==> src/rtl/rstk_pkg.sv <==
package rstk_pkg;

    typedef enum logic [1:0] {
        S_IDLE = 2'd0,
        S_POP  = 2'd1,
        S_SLOT = 2'd2
    } rstk_state_e;

    // return opcode: upper 15 bits fixed, bit 0 selects shadow restore
    localparam logic [14:0] RET_OPC_HI = 15'h0009;

endpackage

==> src/rtl/rstk_decode.sv <==
module rstk_decode (
    input  logic        instr_valid,
    input  logic [15:0] instr_word,
    output logic        is_ret,
    output logic        shadow_sel
);
    import rstk_pkg::*;

    always_comb begin
        is_ret     = instr_valid && (instr_word[15:1] == RET_OPC_HI);
        shadow_sel = instr_word[0];
    end

endmodule

==> src/rtl/rstk_store.sv <==
module rstk_store #(
    parameter int DEPTH = 31,
    parameter int PC_W  = 21,
    localparam int SP_W  = $clog2(DEPTH + 1),
    localparam int IDX_W = (DEPTH > 1) ? $clog2(DEPTH) : 1
) (
    input  logic            clk,
    input  logic            rst_n,
    input  logic            push_req,
    input  logic [PC_W-1:0] push_addr,
    input  logic            pop_req,
    output logic [PC_W-1:0] tos,
    output logic            tos_ok,
    output logic [SP_W-1:0] sp,
    output logic            unf,
    output logic            ovf
);
    localparam logic [SP_W-1:0] SP_FULL = SP_W'(DEPTH);

    logic [PC_W-1:0] mem [DEPTH];
    logic [SP_W-1:0] sp_q;
    logic            unf_q;
    logic            ovf_q;
    logic            full;
    logic            empty;
    logic [SP_W-1:0] top_pos;

    always_comb begin
        full    = (sp_q == SP_FULL);
        empty   = (sp_q == '0);
        top_pos = sp_q - SP_W'(1);
    end

    // one write port per entry, selected by the pointer
    for (genvar g = 0; g < DEPTH; g++) begin : g_entry
        always_ff @(posedge clk) begin
            if (push_req && !full && (sp_q == SP_W'(g))) begin
                mem[g] <= push_addr;
            end
        end
    end

    always_ff @(posedge clk) begin
        if (!rst_n) begin
            sp_q  <= '0;
            unf_q <= 1'b0;
            ovf_q <= 1'b0;
        end else if (pop_req) begin
            if (empty) begin
                unf_q <= 1'b1;
            end else begin
                sp_q <= top_pos;
            end
        end else if (push_req) begin
            if (full) begin
                ovf_q <= 1'b1;
            end else begin
                sp_q <= sp_q + SP_W'(1);
            end
        end
    end

    always_comb begin
        tos_ok = !empty;
        tos    = empty ? '0 : mem[top_pos[IDX_W-1:0]];
    end

    assign sp  = sp_q;
    assign unf = unf_q;
    assign ovf = ovf_q;

endmodule

==> src/rtl/rstk_shadow.sv <==
module rstk_shadow #(
    parameter int W_W   = 8,
    parameter int ST_W  = 8,
    parameter int BSR_W = 4,
    parameter int LAT_W = 13
) (
    input  logic             clk,
    input  logic             rst_n,
    input  logic             capture,
    input  logic             restore,
    input  logic             arch_we,
    input  logic [W_W-1:0]   arch_w,
    input  logic [ST_W-1:0]  arch_status,
    input  logic [BSR_W-1:0] arch_bsr,
    input  logic [LAT_W-1:0] arch_pclat,
    output logic [W_W-1:0]   w_reg,
    output logic [ST_W-1:0]  status_reg,
    output logic [BSR_W-1:0] bsr_reg,
    output logic [LAT_W-1:0] pclat_reg
);
    logic [W_W-1:0]   w_q,   w_sh;
    logic [ST_W-1:0]  st_q,  st_sh;
    logic [BSR_W-1:0] bsr_q, bsr_sh;
    logic [LAT_W-1:0] lat_q;

    // architectural registers: restore outranks a software write
    always_ff @(posedge clk) begin
        if (!rst_n) begin
            w_q   <= '0;
            st_q  <= '0;
            bsr_q <= '0;
            lat_q <= '0;
        end else begin
            if (restore) begin
                w_q   <= w_sh;
                st_q  <= st_sh;
                bsr_q <= bsr_sh;
            end else if (arch_we) begin
                w_q   <= arch_w;
                st_q  <= arch_status;
                bsr_q <= arch_bsr;
            end
            if (arch_we) begin
                lat_q <= arch_pclat;
            end
        end
    end

    // one-deep shadow copy
    always_ff @(posedge clk) begin
        if (!rst_n) begin
            w_sh   <= '0;
            st_sh  <= '0;
            bsr_sh <= '0;
        end else if (capture) begin
            w_sh   <= w_q;
            st_sh  <= st_q;
            bsr_sh <= bsr_q;
        end
    end

    assign w_reg      = w_q;
    assign status_reg = st_q;
    assign bsr_reg    = bsr_q;
    assign pclat_reg  = lat_q;

endmodule

==> src/rtl/rstk_return_unit.sv <==
module rstk_return_unit #(
    parameter int DEPTH = 31,
    parameter int PC_W  = 21,
    parameter int W_W   = 8,
    parameter int ST_W  = 8,
    parameter int BSR_W = 4,
    parameter int LAT_W = 13,
    localparam int SP_W = $clog2(DEPTH + 1)
) (
    input  logic             clk,
    input  logic             rst_n,
    input  logic             instr_valid,
    input  logic [15:0]      instr_word,
    input  logic             push_valid,
    input  logic [PC_W-1:0]  push_addr,
    input  logic             push_shadow,
    input  logic             arch_we,
    input  logic [W_W-1:0]   arch_w,
    input  logic [ST_W-1:0]  arch_status,
    input  logic [BSR_W-1:0] arch_bsr,
    input  logic [LAT_W-1:0] arch_pclat,
    output logic [PC_W-1:0]  pc,
    output logic [W_W-1:0]   w_reg,
    output logic [ST_W-1:0]  status_reg,
    output logic [BSR_W-1:0] bsr_reg,
    output logic [LAT_W-1:0] pclat_reg,
    output logic [SP_W-1:0]  sp,
    output logic             busy,
    output logic             underflow,
    output logic             overflow
);
    import rstk_pkg::*;

    rstk_state_e     state_q, state_d;
    logic            sel_q;
    logic            is_ret, shadow_sel;
    logic            start;
    logic            pop_req, push_req, restore, capture;
    logic [PC_W-1:0] tos;
    logic            tos_ok;
    logic [PC_W-1:0] pc_q;

    rstk_decode u_decode (
        .instr_valid (instr_valid),
        .instr_word  (instr_word),
        .is_ret      (is_ret),
        .shadow_sel  (shadow_sel)
    );

    // next-state logic
    always_comb begin
        state_d = state_q;
        unique case (state_q)
            S_IDLE:  if (is_ret) state_d = S_POP;
            S_POP:   state_d = S_SLOT;
            S_SLOT:  state_d = S_IDLE;
            default: state_d = S_IDLE;
        endcase
    end

    // state register
    always_ff @(posedge clk) begin
        if (!rst_n) begin
            state_q <= S_IDLE;
            sel_q   <= 1'b0;
        end else begin
            state_q <= state_d;
            if (state_q == S_IDLE && is_ret) begin
                sel_q <= shadow_sel;
            end
        end
    end

    // output / control decode
    always_comb begin
        start    = 1'b0;
        pop_req  = 1'b0;
        restore  = 1'b0;
        push_req = 1'b0;
        busy     = 1'b1;
        unique case (state_q)
            S_IDLE: begin
                busy     = 1'b0;
                start    = is_ret;
                push_req = push_valid && !is_ret;
            end
            S_POP: begin
                pop_req = 1'b1;
                restore = sel_q;
            end
            S_SLOT: begin
                pop_req = 1'b0;
            end
            default: begin
                busy = 1'b0;
            end
        endcase
        capture = push_req && push_shadow;
    end

    rstk_store #(
        .DEPTH (DEPTH),
        .PC_W  (PC_W)
    ) u_store (
        .clk       (clk),
        .rst_n     (rst_n),
        .push_req  (push_req),
        .push_addr (push_addr),
        .pop_req   (pop_req),
        .tos       (tos),
        .tos_ok    (tos_ok),
        .sp        (sp),
        .unf       (underflow),
        .ovf       (overflow)
    );

    rstk_shadow #(
        .W_W   (W_W),
        .ST_W  (ST_W),
        .BSR_W (BSR_W),
        .LAT_W (LAT_W)
    ) u_shadow (
        .clk         (clk),
        .rst_n       (rst_n),
        .capture     (capture),
        .restore     (restore),
        .arch_we     (arch_we),
        .arch_w      (arch_w),
        .arch_status (arch_status),
        .arch_bsr    (arch_bsr),
        .arch_pclat  (arch_pclat),
        .w_reg       (w_reg),
        .status_reg  (status_reg),
        .bsr_reg     (bsr_reg),
        .pclat_reg   (pclat_reg)
    );

    // program counter: loaded from the stack top at the pop edge
    always_ff @(posedge clk) begin
        if (!rst_n) begin
            pc_q <= '0;
        end else if (pop_req && tos_ok) begin
            pc_q <= tos;
        end
    end

    assign pc = pc_q;

    logic unused_start;
    assign unused_start = start;

endmodule

==> config.mk <==
export PLATFORM = sky130hd
export DESIGN_NAME = rstk_return_unit
export DESIGN_NICKNAME = d
export VERILOG_FILES = /design/src/rtl/rstk_pkg.sv /design/src/rtl/rstk_decode.sv /design/src/rtl/rstk_store.sv /design/src/rtl/rstk_shadow.sv /design/src/rtl/rstk_return_unit.sv
export SDC_FILE = /design/constraint.sdc
export NUM_CORES = 1
export LEC_CHECK = 0
export CAP_MARGIN = 20
export CORE_MARGIN = 2
export CORE_UTILIZATION = 57
export CTS_CLUSTER_SIZE = 20
export DETAILED_ROUTE_END_ITERATION = 7
export DONT_BUFFER_PORTS = 1
export PLACE_DENSITY = 0.79
export SLEW_MARGIN = 20
export SYNTH_ARGS = -nofsm -noshare
export SYNTH_HDL_FRONTEND = slang
export SYNTH_SLANG_ARGS = --single-unit
==> constraint.sdc <==
create_clock -name clk -period 3.7 [get_ports clk]
set_clock_uncertainty 0.1 [all_clocks]
set_input_delay 0.74 -clock clk [delete_from_list [all_inputs] [get_ports clk]]
set_output_delay 0.74 -clock clk [all_outputs]
set_load 0.005 [all_outputs]
== Yosys cells after proc, flatten, opt, wreduce, memory -nomap -nowiden ==
Memories as Yosys holds them, arrays and structs flattened. A register that Yosys moved wholly into a read port is not among the register bits.
Cells that the tools add are included.
W data, S select, Z words.

* Mux-type cells: 168
* Reductions and logical operators: 79
* Add/subtract/negate cells: 2
* Equal/unequal tests: 37
* Bitwise operators: 1

{| class="wikitable"
|+ Operator list
! kind !! count
|-
| $mux W21 || 30
|-
| $reduce_or A21 Y1 || 30
|-
| $mux W5 || 34
|-
| $mux W1 || 96
|-
| $eq A5 B5 Y1 const B || 16
|-
| $eq A5 B4 Y1 const B || 8
|-
| $logic_and A1 B1 Y1 || 37
|-
| $mux W8 || 4
|-
| $eq A5 B3 Y1 const B || 4
|-
| $eq A15 B4 Y1 const B || 1
|-
| $eq A5 B2 Y1 const B || 2
|-
| $mux W4 || 2
|-
| $ne A2 B2 Y1 const B || 3
|-
| $reduce_and A3 Y1 || 2
|-
| $add A5 B1 Y5 const B || 1
|-
| $eq A5 B1 Y1 const B || 1
|-
| $logic_not A5 Y1 || 1
|-
| $sub A5 B1 Y5 const B || 1
|-
| $logic_not A1 Y1 || 4
|-
| $pmux W2 S2 || 1
|-
| $reduce_bool A2 Y1 || 2
|-
| $eq A2 B1 Y1 const B || 1
|-
| $eq A2 B2 Y1 const B || 1
|-
| $logic_not A2 Y1 || 1
|-
| other kinds (4) || 4
|}

* Bits in registers: 63
* Word-level logic and storage cells: 300
* Input bits: 76
* RAM bits: 651
* Output and inout bits: 62
* Memories kept: 1

{| class="wikitable"
|+ Memory list
! name !! words !! bits a word !! read ports !! clocked after Yosys merged registers in !! write ports !! line !! text
|-
| u_store.mem || 31 || 21 || 1 || 1 || 1 || rstk_store.sv:20 || <nowiki>logic [PC_W-1:0] mem [DEPTH];</nowiki>
|}

== Depth between registers and ports, before layout ==
* Depth in word-level cells: 40
* Gate-level depth with buffers: 14
* Depth with buffers taken out: 7

== Hierarchy ==
A second synthesis with hierarchy kept.

* Cell total of the unflattened synthesis: 1494
* Area, all modules: 28957.8 sq um

{| class="wikitable"
|+ Modules (own cells, without submodules)
! module !! seq. area each (sq um) !! area an instance (sq um) !! cells each !! times used
|-
| rstk_store || 19688.9 || 25579.5 || 1174 || 1
|-
| rstk_shadow || 1061.0 || 2322.2 || 195 || 1
|-
| rstk_return_unit || 480.5 || 1007.2 || 119 || 1
|-
| rstk_decode || 0.0 || 48.8 || 6 || 1
|}

== Worst setup path before layout ==
OpenSTA, ideal clock, no wires.

* Path kind: register to register
* Start point: reg u_store.sp_q[0] (netlist: u_store.sp[0])
* End point: mem u_store.mem[0][0] (enable)
* Path slack: -0.271 ns
* Cell stages (with the launch flop): 9
* Data required time: 3.175 ns
* Arrival time: 3.446 ns
* Setup time: 0.425 ns
* Path buffers: 4
* Clock period less this slack: 3.971 ns
* Cells stage by stage: dfxtp_1 > buf_2 > buf_2 > buf_4 > inv_1 > buf_2 > ha_1 > or3b_2 > nor3_1

* Word-level cells in the longest chain between the ends: 37
* Elaborated cells on any way between the ends: 217
* Those cells by class: eq/ne (31); mux (122); reduce/logical (64)

{| class="wikitable"
|+ Ends and longest elaborated chain
! what !! line !! text
|-
| start: declaration || rstk_store.sv:21 || <nowiki>logic [SP_W-1:0] sp_q;</nowiki>
|-
| start signal: assignment || rstk_store.sv:52 || <nowiki>sp_q <= top_pos;</nowiki>
|-
| start signal: assignment || rstk_store.sv:58 || <nowiki>sp_q <= sp_q + SP_W'(1);</nowiki>
|-
| $eq A5 B5 Y1 || rstk_store.sv:29 || <nowiki>full = (sp_q == SP_FULL);</nowiki>
|-
| $logic_not A1 Y1 || rstk_store.sv:37 || <nowiki>if (push_req && !full && (sp_q == SP_W'(g))) begin</nowiki>
|-
| $logic_and A1 B1 Y1 (2 in a row) || rstk_store.sv:37 ||
|-
| $mux W1 || rstk_store.sv:37 ||
|-
| $mux W1 (implied by the code) || rstk_store.sv:38 || <nowiki>mem[g] <= push_addr;</nowiki>
|-
| $reduce_or A21 Y1 (no source line) || -- ||
|-
| $mux W5 (no source line) / $mux W1 (equally long branches) (30 in a row) || -- ||
|-
| end: declaration || rstk_store.sv:20 ||
|}

Several ways; a longest one is shown, not always the timed one.

== Worst setup path in the final report ==
* Start point: reg state_q[1]
* End point: reg pc_q[7] (netlist: pc[7]) (read register of u_store.mem)

* Word-level cells in the longest chain between the ends: 3

{| class="wikitable"
|+ Ends and longest elaborated chain
! what !! line !! text
|-
| start: declaration || rstk_return_unit.sv:34 || <nowiki>rstk_state_e state_q, state_d;</nowiki>
|-
| start signal: assignment || rstk_return_unit.sv:67 || <nowiki>state_q <= state_d;</nowiki>
|-
| $eq A2 B1 Y1 || rstk_return_unit.sv:81 || <nowiki>unique case (state_q)</nowiki>
|-
| $mux W1 || rstk_return_unit.sv:81 ||
|-
| $logic_and A1 B1 Y1 || rstk_return_unit.sv:142 || <nowiki>end else if (pop_req && tos_ok) begin</nowiki>
|-
| end: declaration || rstk_return_unit.sv:41 || <nowiki>logic [PC_W-1:0] pc_q;</nowiki>
|}

No other way between the ends.
A chain may end at the register's enable or synchronous reset.

==> impl_metrics.ini <==
[yosys]
synth_xor_area_share_pct = 0.154
ys_seq_area_share_pct = 74.8
synthAdderAreaFrac_pct = 0.353
syn-cell-area_sq_mm = 0.0284
syn-instance-count = 1487
synthSimpleGateAreaFrac_pct = 3.66
synth.top_cells.by_area = edfxtp_1, mux4_2, dfxtp_1, mux2i_1, nor2_1
post_synth_num_cell_types = 45
synth_top_area_cell = edfxtp_1
synthMuxAreaShare_pct = 16.6
synth_top_area_share_pct = 68.9
yosys.cell_count.top_type = edfxtp_1
synth_nets = 1571
synth_top_family_by_area = multiplexers
synth_ff_type = edfxtp_1
ys_warn_count = 0
synth_common_cells = edfxtp_1, mux4_2, mux2i_1
ys_async_sr_fraction_pct = 0
syn_avg_cell_area_sq_um = 19.1
synth_edf_count = 651
synth-compound-area-share_pct = 2.86
ys_ff_latch = 735

[cts]
root_buffer = clkbuf_16
numCtsBuffers = 72
clkTransAtPathRegs_ps = 70
cts_sinks = 735
cts_setup_buffers = 0
clock_path_buffers = 3
cts_hold_buf = 0
htreeDepth = 3
clk_latency_ps = 610
ctsResizeCount = 0
cts_tree = done

[finish]
fin_util_pct = 65.4
largest_register_ffs = 651
nets = 1640
area_growth_pct = 13.0
final_layout_size_suffix_gt1_share_pct = 23.8
antenna_cells = 0

[power_and_ir_drop]
p_int_uw = 14300
swShare_pct = 21.4
leakage_uw = 0.0107
ir_drop_mv = 0.343
p_sw_uw = 3910
pwr-share-seq_pct = 50.1
total_power_uw = 18200
clkPwrFrac_pct = 41.4
power_density_mw_per_mm2 = 568
combPwrFrac_pct = 8.5

[placement]
dp_hpwl_um = 39300
pre_cts_ws_ps = 491
io_buffers = 0
finalWeightedCongestion = 0.895

[sta]
min_period_ps = 3310
fmax_mhz = 302
rsz0062_at_grt = no
tightest_slew_ps = 1160
slew_headroom_pct = 22.5
hold_viol_final = 0
slew_viol_final = 0
finalWorstSetupSlack_ps = 390
setup_viol = 0
fin_tns_setup_ps = 0
period_share_pct = 89.5
hold_slack_ps = 124

[min_path]
hold_path_depth = 0
hold_class = in -> reg
min_to = u_store.mem[17][14]
min_from = push_addr[14]

[floorplanning]
die_h_um = 227
die_w_um = 227
fp.coreArea_sq_mm = 0.0491
io_pins = 138
die_area_sq_mm = 0.0516
start_util_pct = 57.9
std_cell_rows = 81

[detailed_routing]
vias = 14700
viasPerCell = 6.48
drtAntennaViolNets = 0
firstDrtPassIters = 6
detail_route.wl_per_cell_um = 29.0
drc = 0
wl_um = 66100
drtIter0Drc = 2016

[setup_path]
rr_worst_depth = 7
crit_fanout = 20
r2r-start = state_q[1]
r2r-end = pc[7]
cp-end-kind = register
critPathRequiredTime_ps = 4120
regToRegSetupSlack_ps = 390
worstSetupPathType = reg -> reg
start_kind = register
crit_arrival_ps = 3730

[status]
run_status = finished clean

[global_route]
overflow = 0
grt_pass1_vias = 14600
grt_use_total_pct = 26.1
antenna_found_initial = 1
grt_pass1_wl_um = 96200
grt_max_degree = 61

[run]
max_cap_viol_count = 0
-- power groups by stage --
stage                     sequential [uW]  combinational, uW  clock, uW
after floorplan                      9300               1110          0
after CTS                            9130               1550       7650
after detailed placement             9310               1530          0
after global placement               9300               1510          0
final                                9130               1550       7540
after global routing                 9130               1640       7930
-- critical path: stages (launching register included) --
cell and delay (ps):
dfxtp_1 310, inv_1 80, ha_1 460, inv_1 150
nor3_1 480, nand3_1 930, o22a_1 580, o211ai_1 130
-- routing by layer --
metal	vias up	GRT usage [%]	routed length (um)
li1	6113	-	-
met1	7559	36.0	24800
met2	946	41.2	31700
met3	128	6.60	7710
met4	2	8.98	1880
met5	-	0	16
-- cells in the final DEF (no fill, tap or decap), types with 3 or more instances in the layout --
cell type / n
nor4b_1: 4
clkbuf_16: 79
nor2_1: 81
a21oi_1: 26
o22a_1: 20
mux2_2: 20
edfxtp_1: 651
clkbuf_1: 9
a211oi_1: 23
o211ai_1: 20
nand3_1: 27
o21ai_1: 10
dfxtp_1: 83
nand2_1: 77
clkinv_1: 19
mux2i_1: 116
nor3_1: 6
bufinv_16: 7
o21ai_0: 12
clkbuf_8: 9
inv_1: 6
nor2_2: 26
mux4_2: 143
mux4_1: 4
or3_1: 3
buf_12: 5
clkinvlp_4: 3
nand2b_1: 3
buf_4: 73
ha_1: 7
clkinv_2: 4
-- worst max-delay path by stage --
stage / from / end
2_1_floorplan: u_store.sp[0] / u_store.mem[0][0]
3_3_place_gp: u_store.sp[0] / pc[17]
3_5_place_dp: state_q[1] / pc[7]
4_1_cts: u_store.sp[0] / pc[17]
5_1_grt: u_store.sp[0] / pc[17]
6_report: state_q[1] / pc[7]
-- final cells by class --
class | instances | area (sq um)
clock buffers | 97 | 2130
clock inverters | 34 | 338
multi-input cells | 660 | 6850
repair buffers | 80 | 678
fillers | 3160 | 17000
inverters | 7 | 26.3
flip-flops and latches | 735 | 21200
well taps | 664 | 831
-- per-stage QoR --
stage               area, sq um  instances
global placement          29600       2144
CTS                       32100       2277
detailed placement        29600       2146
global route              32100       2277
floorplan                 28400       1487
finish                    32100       2277
-- kinds of logic (layout without fill, tap and decap cells) --
family	after synthesis	in the layout
AND/OR/NAND/NOR	244	244
multiplexers	283	283
XOR/XNOR	5	5
flip-flops	735	735
AO/OA/AOI/OAI	120	120
adder cells (fa/ha/maj)	8	8
buffers and inverters	92	218
Note: power is estimated with default switching activity, not from simulation.
